<file path="config.mk">
export PLATFORM = sky130hd
export DESIGN_NAME = sinc3_decimator
export DESIGN_NICKNAME = d
export VERILOG_FILES = /design/src/rtl/sinc3_pkg.sv /design/src/rtl/sinc3_bit_capture.sv /design/src/rtl/sinc3_integrators.sv /design/src/rtl/sinc3_decim_counter.sv /design/src/rtl/sinc3_comb_chain.sv /design/src/rtl/sinc3_output_stage.sv /design/src/rtl/sinc3_decimator.sv
export SDC_FILE = /design/constraint.sdc
export NUM_CORES = 1
export LEC_CHECK = 0
export BUFFER_PORTS_ARGS = -buffer_cell sky130_fd_sc_hd__buf_2
export CAP_MARGIN = 20
export CORE_MARGIN = 8
export CORE_UTILIZATION = 40
export DETAILED_ROUTE_END_ITERATION = 12
export GPL_TIMING_DRIVEN = 0
export PLACE_DENSITY = 0.67
export SKIP_CTS_REPAIR_TIMING = 1
export SKIP_LAST_GASP = 1
export SYNTH_ARGS = -nofsm -noshare
export SYNTH_HDL_FRONTEND = slang
export SYNTH_SLANG_ARGS = --single-unit
export TNS_END_PERCENT = 100
</file>
<file path="constraint.sdc">
create_clock -name clk -period 6.25 [get_ports clk]
set_input_delay 0.3125 -clock clk [delete_from_list [all_inputs] [get_ports clk]]
set_output_delay 0.3125 -clock clk [all_outputs]
set_load 0.05 [all_outputs]
</file>
<file path="src/rtl/sinc3_pkg.sv">
// Shared constants and width helpers for the third-order decimation filter.
// Assumes the decimation ratio is a power of two.
package sinc3_pkg;

    // Filter order: number of integrator and comb stages.
    localparam int unsigned CIC_ORDER = 3;

    // Accumulator width that holds the full-scale result ORDER*log2(R) bits plus one.
    function automatic int unsigned acc_width(input int unsigned decim);
        return CIC_ORDER * $clog2(decim) + 1;
    endfunction

endpackage

</file>
<file path="src/rtl/sinc3_bit_capture.sv">
// Registers the incoming modulator bit on the rising system clock edge.
// Assumes the modulator is clocked from the same edge, so its data changes
// well after this edge and is stable when it is sampled.
module sinc3_bit_capture (
    input  logic clk,
    input  logic rst_n,
    input  logic bit_i,
    output logic bit_o
);

    logic bit_q;

    // Capture one modulator bit per clock.
    always_ff @(posedge clk) begin
        if (!rst_n) begin
            bit_q <= 1'b0;
        end else begin
            bit_q <= bit_i;
        end
    end

    assign bit_o = bit_q;

endmodule

</file>
<file path="src/rtl/sinc3_integrators.sv">
// Cascade of CIC_ORDER running-sum registers that run at the modulator rate.
// Each stage adds the previous stage's registered value. Modular wraparound is
// intended, because the comb section removes it exactly.
module sinc3_integrators
    import sinc3_pkg::*;
#(
    parameter int unsigned ACC_W = 25
) (
    input  logic             clk,
    input  logic             rst_n,
    input  logic             bit_i,
    output logic [ACC_W-1:0] acc_o
);

    logic [CIC_ORDER-1:0][ACC_W-1:0] acc_q;
    logic [ACC_W-1:0]                bit_ext;

    // Zero-extend the captured bit; a one counts as +1.
    assign bit_ext = {{(ACC_W-1){1'b0}}, bit_i};

    // Advance every integrator once per clock from the previous stage's old value.
    always_ff @(posedge clk) begin
        if (!rst_n) begin
            acc_q <= '0;
        end else begin
            acc_q[0] <= acc_q[0] + bit_ext;
            for (int k = 1; k < int'(CIC_ORDER); k++) begin
                acc_q[k] <= acc_q[k] + acc_q[k-1];
            end
        end
    end

    assign acc_o = acc_q[CIC_ORDER-1];

endmodule

</file>
<file path="src/rtl/sinc3_decim_counter.sv">
// Counts modulator clocks and raises a one-cycle tick on the last clock of each
// decimation period. Assumes DECIM is at least 2.
module sinc3_decim_counter #(
    parameter int unsigned DECIM = 256
) (
    input  logic clk,
    input  logic rst_n,
    output logic tick_o
);

    localparam int unsigned CNT_W = (DECIM > 2) ? $clog2(DECIM) : 1;
    localparam logic [CNT_W-1:0] LAST = CNT_W'(DECIM - 1);

    logic [CNT_W-1:0] cnt_q;

    // Step the phase counter and wrap it at the end of the period.
    always_ff @(posedge clk) begin
        if (!rst_n) begin
            cnt_q <= '0;
        end else if (cnt_q == LAST) begin
            cnt_q <= '0;
        end else begin
            cnt_q <= cnt_q + 1'b1;
        end
    end

    assign tick_o = (cnt_q == LAST);

    // decimation ticks are isolated single-cycle events.
    a_r2_tick_isolated: assert property (@(posedge clk) disable iff (!rst_n)
        tick_o |=> !tick_o)
        else $error("a_r2_tick_isolated");

endmodule

</file>
<file path="src/rtl/sinc3_comb_chain.sv">
// CIC_ORDER differentiators that run at the decimated rate. The combinational
// output is the difference of the current decimated integrator value against
// the stored history. The delays advance only on a decimation tick.
module sinc3_comb_chain
    import sinc3_pkg::*;
#(
    parameter int unsigned ACC_W = 25
) (
    input  logic             clk,
    input  logic             rst_n,
    input  logic             tick_i,
    input  logic [ACC_W-1:0] acc_i,
    output logic [ACC_W-1:0] diff_o
);

    localparam logic [ACC_W-1:0] FULL_SCALE = {1'b1, {(ACC_W-1){1'b0}}};

    logic [CIC_ORDER-1:0][ACC_W-1:0] dly_q;
    logic [CIC_ORDER:0][ACC_W-1:0]   diff;

    // Form the successive differences against the previous decimated values.
    always_comb begin
        diff[0] = acc_i;
        for (int k = 0; k < int'(CIC_ORDER); k++) begin
            diff[k+1] = diff[k] - dly_q[k];
        end
    end

    // Store each stage's input for the next decimated sample.
    always_ff @(posedge clk) begin
        if (!rst_n) begin
            dly_q <= '0;
        end else if (tick_i) begin
            for (int k = 0; k < int'(CIC_ORDER); k++) begin
                dly_q[k] <= diff[k];
            end
        end
    end

    assign diff_o = diff[CIC_ORDER];

    // after wraparound the comb result still lies in [0, full scale].
    a_r8_comb_in_range: assert property (@(posedge clk) disable iff (!rst_n)
        tick_i |-> (diff_o <= FULL_SCALE))
        else $error("a_r8_comb_in_range");

endmodule

</file>
<file path="src/rtl/sinc3_output_stage.sv">
// Scales the comb result to OUT_W bits, clamps full scale to the top code, and
// registers the word with its strobe and settled flag. Assumes the comb result
// never exceeds full scale, so the clamp only acts on the all-ones density.
module sinc3_output_stage
    import sinc3_pkg::*;
#(
    parameter int unsigned ACC_W = 25,
    parameter int unsigned OUT_W = 16
) (
    input  logic             clk,
    input  logic             rst_n,
    input  logic             tick_i,
    input  logic [ACC_W-1:0] comb_i,
    output logic [OUT_W-1:0] sample_o,
    output logic             valid_o,
    output logic             settled_o
);

    localparam int unsigned SHIFT   = ACC_W - 1 - OUT_W;
    localparam int unsigned WCNT_W  = $clog2(CIC_ORDER + 1);
    localparam logic [WCNT_W-1:0] WORDS_UNSETTLED = WCNT_W'(CIC_ORDER);
    localparam logic [ACC_W-1:0]  FULL_SCALE = {1'b1, {(ACC_W-1){1'b0}}};

    logic [ACC_W-1:0]  scaled;
    logic              over;
    logic [OUT_W-1:0]  clamped;
    logic [OUT_W-1:0]  sample_q;
    logic              valid_q;
    logic              settled_q;
    logic [WCNT_W-1:0] words_q;

    // Drop the fraction bits and clamp any result above the top code.
    always_comb begin
        scaled  = comb_i >> SHIFT;
        over    = |scaled[ACC_W-1:OUT_W];
        clamped = over ? {OUT_W{1'b1}} : scaled[OUT_W-1:0];
    end

    // Load a new word on each tick; otherwise hold the word and drop the strobe.
    always_ff @(posedge clk) begin
        if (!rst_n) begin
            sample_q <= '0;
            valid_q  <= 1'b0;
        end else begin
            valid_q <= tick_i;
            if (tick_i) begin
                sample_q <= clamped;
            end
        end
    end

    // Count the first words after reset and raise the settled flag after them.
    always_ff @(posedge clk) begin
        if (!rst_n) begin
            words_q   <= '0;
            settled_q <= 1'b0;
        end else if (tick_i) begin
            if (words_q == WORDS_UNSETTLED) begin
                settled_q <= 1'b1;
            end else begin
                words_q <= words_q + 1'b1;
            end
        end
    end

    assign sample_o  = sample_q;
    assign valid_o   = valid_q;
    assign settled_o = settled_q;

    // a full-scale comb result produces the top code, never a wrapped zero.
    a_r6_no_overflow: assert property (@(posedge clk) disable iff (!rst_n)
        (tick_i && comb_i == FULL_SCALE) |=> (sample_q == {OUT_W{1'b1}}))
        else $error("a_r6_no_overflow");

    // every decimation tick is followed by the output strobe.
    a_r2_strobe_follows_tick: assert property (@(posedge clk) disable iff (!rst_n)
        tick_i |=> valid_q)
        else $error("a_r2_strobe_follows_tick");

    // the word holds between strobes.
    a_r9_word_holds: assert property (@(posedge clk) disable iff (!rst_n)
        !valid_q |-> $stable(sample_q))
        else $error("a_r9_word_holds");

    // the settled flag only rises together with a new word.
    a_r7_settled_with_word: assert property (@(posedge clk) disable iff (!rst_n)
        $rose(settled_q) |-> valid_q)
        else $error("a_r7_settled_with_word");

endmodule

</file>
<file path="src/rtl/sinc3_decimator.sv">
// Third-order CIC decimator for a single-bit sigma-delta stream. Chain:
// bit capture, integrators, decimation counter, combs, scaling with clamp.
// Assumes DECIM is a power of two and at least 2, and that
// 3*log2(DECIM) >= OUT_W.
module sinc3_decimator
    import sinc3_pkg::*;
#(
    parameter int unsigned DECIM = 256,
    parameter int unsigned OUT_W = 16
) (
    input  logic             clk,
    input  logic             rst_n,
    input  logic             mod_bit_i,
    output logic [OUT_W-1:0] sample_o,
    output logic             sample_valid_o,
    output logic             settled_o
);

    localparam int unsigned ACC_W = acc_width(DECIM);

    logic             cap_bit;
    logic [ACC_W-1:0] integ_out;
    logic             dec_tick;
    logic [ACC_W-1:0] comb_out;

    sinc3_bit_capture u_capture (
        .clk   (clk),
        .rst_n (rst_n),
        .bit_i (mod_bit_i),
        .bit_o (cap_bit)
    );

    sinc3_integrators #(.ACC_W(ACC_W)) u_integ (
        .clk   (clk),
        .rst_n (rst_n),
        .bit_i (cap_bit),
        .acc_o (integ_out)
    );

    sinc3_decim_counter #(.DECIM(DECIM)) u_count (
        .clk    (clk),
        .rst_n  (rst_n),
        .tick_o (dec_tick)
    );

    sinc3_comb_chain #(.ACC_W(ACC_W)) u_comb (
        .clk    (clk),
        .rst_n  (rst_n),
        .tick_i (dec_tick),
        .acc_i  (integ_out),
        .diff_o (comb_out)
    );

    sinc3_output_stage #(.ACC_W(ACC_W), .OUT_W(OUT_W)) u_out (
        .clk       (clk),
        .rst_n     (rst_n),
        .tick_i    (dec_tick),
        .comb_i    (comb_out),
        .sample_o  (sample_o),
        .valid_o   (sample_valid_o),
        .settled_o (settled_o)
    );

endmodule

</file>
==> reports/results.ini <==
[outcome]
status = finished, final reports clean

[route]
drtIter0Drc = 426
routedWlPerCell_um = 13.7
drt_wl_total_mm = 25.0
ant_nets = 0
drc = 0
vias = 9203
first_pass_iters = 5
vias_per_cell = 5.04

[logic_synthesis]
synth_edf_count = 0
synth_fa_ha_area_share_pct = 14.6
syn-num-nets = 1516
synth_simple_gate_area_share_pct = 18.0
yosys_warnings = 0
avgSynthCellArea_sq_um = 8.02
muxShareOfSynthArea_pct = 0
synth_flop_cell = dfxtp_1
ys_ff_latch = 179
synthArstFlopShare_pct = 0
synth-xor-area-share_pct = 9.52
syn_area_sq_mm = 0.0111
synth_compound_area_share_pct = 20.4
syn_inst = 1386
ys_seq_area_share_pct = 32.2
yosysUniqueCellTypes = 66
synth_top_family_by_area = compound AO/OA/AOI/OAI gates

[worst_setup_path]
cp.arrival_ns = 6.38
slowest_delay_ns = 0.40
crit_fanout = 5
worstSetupPathType = flip-flop to flip-flop
crit_slowest_cell = or3_1
startpoint_type = flip-flop
r2r_cells = 29
worst-endpoint-required_ns = 6.61
crit_top_cell = nor2_2
end_kind = flip-flop

[pwr]
p_int_mw = 2.49
p_seq_share_pct = 29.1
power.static_leakage_nw = 5.11
power.density_mw_per_mm2 = 317
total_power_mw = 3.95
ir_worst_vdd_uv = 246
swShare_pct = 36.9
p_switching_mw = 1.46
pwr-share-comb_pct = 44.6
clkPwrFrac_pct = 26.3

[floorplanning]
coreArea_sq_mm = 0.0276
num_rows = 61
die_area_sq_mm = 0.0334
ios = 21
start_util_pct = 40.3
fp.dieW_um = 183
die_height_um = 183

[final_layout]
final.fill_count = 2713
final_nets = 1564
num_antenna_cells = 0
syn_to_final_growth_pct = 12.3
final_util_pct = 45.3
layout_common_cells = dfxtp_1 (178), nand2_1 (174), a21oi_1 (139)
drive_gt1_share_pct = 7.39
final_common_cell = dfxtp_1

[place]
dpl.hpwl_mm = 19.4
io_buffers = 20
gp_congestion = 0.880

[sta]
tightestPinTransition_ns = 0.937
final_hold_viol_count = 0
post-route-min-period_ns = 6.02
tns_ns = 0
setup_viol = 0
fmax_ghz = 0.166
final_max_slew_viol_count = 0
finClkSkew_ns = 0.0149
period_share_pct = 96.3
slew_headroom_pct = 37.5

[cts]
h-tree-depth = 4
cts.sinks = 179
cts-root-buf = clkbuf_16
clock_latency_ns = 0.44
clk_pin_slew_ns = 0.08
cts_made_buffers = 17
cts_tree = done
clockBufferDepth = 2

[global_routing]
antenna_found_initial = 0
grt_max_degree = 19
grt_pass1_wl_mm = 41.2
grt_remaining_overflow = 0
grt_pass1_vias = 8614
grt_use_total_pct = 15.0

[worst_hold_path]
hold_class = input port to flip-flop
hold_depth = 2

[run]
maxCapViolCount = 0

==> kinds of logic (layout without fill, tap and decap cells) <==
| group | count (synthesis) | in the layout |
|---|---|---|
| and+or+nand+nor | 443 | 443 |
| AOI/OAI and AO/OA | 363 | 363 |
| DFF | 179 | 179 |
| buffers and inverters | 155 | 216 |
| adders and majority gates | 127 | 127 |
| xor gates and xnor gates | 119 | 119 |
==> path summary, 6_finish.rpt <==
path	start	endpoint	slack (ns)
worst min register to register	u_comb.dly_q[11]$_SDFFE_PN0P_	u_comb.dly_q[11]$_SDFFE_PN0P_	0.45
worst max-delay path	u_integ.acc_o[0]$_SDFF_PN0_	u_out.sample_o[0]$_SDFFE_PN0P_	0.23
worst min-delay path	mod_bit_i	u_capture.bit_o$_SDFF_PN0_	0.07
worst max register to register	u_integ.acc_o[0]$_SDFF_PN0_	u_out.sample_o[0]$_SDFFE_PN0P_	0.23
==> through the flow <==
step | hold slack, ns | worst slack (ns) | instance area (sq um) | cells
after floorplan | 0.426 | 0.532 | 11100 | 1386
after global placement | 0.441 | -0.171 | 11700 | 1784
after detailed placement | 0.446 | -0.224 | 11700 | 1784
after CTS | 0.0538 | -0.327 | 12300 | 1816
after global routing | 0.0704 | -0.0243 | 12500 | 1825
final | 0.0670 | 0.231 | 12500 | 1825
==> cells in the mapped netlist (all sizes together), types with 2 or more instances <==
cell type	count	share of area, %
or3	14	0.79
a21o	28	1.9
o21ai	71	3.3
nand2b	11	0.62
or2	5	0.28
a21oi	146	6.6
o31a	2	0.16
nand3	34	1.5
xor2	56	4.4
dfxtp	179	32
nor4	2	0.11
nor2	114	3.9
xnor2	62	4.9
a41o	2	0.18
ha	123	14
o211ai	7	0.52
or4	3	0.20
a221o	4	0.36
nor3b	2	0.14
and3	16	0.90
nand2	174	5.9
fa	4	0.72
inv	113	3.8
o2111ai	2	0.16
o21a	14	0.95
nor2b	18	1.0
and2	12	0.68
a211o	2	0.16
o221ai	4	0.32
o311ai	4	0.38
nor3	21	0.95
nand4	13	0.73
clkbuf	37	1.2
buf	5	0.24
a31oi	24	1.4
o31ai	4	0.27
o21bai	9	0.61
a2111oi	2	0.38
a211oi	20	1.4
a21boi	6	0.44
==> registers in the layout, indices dropped and copies added, names as in the netlist <==
| name | cells |
|---|---|
| u_integ.acc_o | 25 |
| u_out.words_q | 2 |
| u_out.valid_o | 1 |
| u_comb.dly_q | 75 |
| u_out.settled_o | 1 |
| u_capture.bit_o | 1 |
| u_out.sample_o | 16 |
| u_count.cnt_q | 8 |
| u_integ.acc_q | 50 |
==> critical path, delay by kind of cell, from the launching register on <==
| family | cells | cell delay (ns) |
|---|---|---|
| AOI/OAI and AO/OA | 12 | 2.11 |
| and+or+nand+nor | 8 | 1.30 |
| adders and majority gates | 4 | 1.24 |
| xor gates and xnor gates | 3 | 0.72 |
| DFF | 1 | 0.35 |
| buffers and inverters | 2 | 0.22 |
==> layout make-up <==
cell class | instances | area (sq um) | share of cell area, %
buffer | 42 | 165 | 1.32
clock buffer | 18 | 429 | 3.44
clock inverter | 14 | 138 | 1.10
inverter | 113 | 424 | 3.40
multi-input combinational | 1052 | 7090 | 56.8
sequential | 179 | 3580 | 28.7
tap | 378 | 473 | 3.79
timing repair buffer | 29 | 175 | 1.40
==> power groups by stage <==
stage                     registers (mW)  clock network (mW)  logic, mW
final                               1.15                1.04       1.76
after global routing                1.15                1.11       1.94
after CTS                           1.15                1.06       1.49
after detailed placement            1.18                   0       1.48
after global placement              1.18                   0       1.46
after floorplan                     1.18                   0       1.22
==> layer usage <==
layer	part of all wire [%]	track usage, %	wire (um)
met5	0	0	0
met2	46	25.6	11600
met1	47	18.7	11800
met4	2.3	5.48	585
met3	3.9	2.49	966
Note: power is estimated with default switching activity, not from simulation.
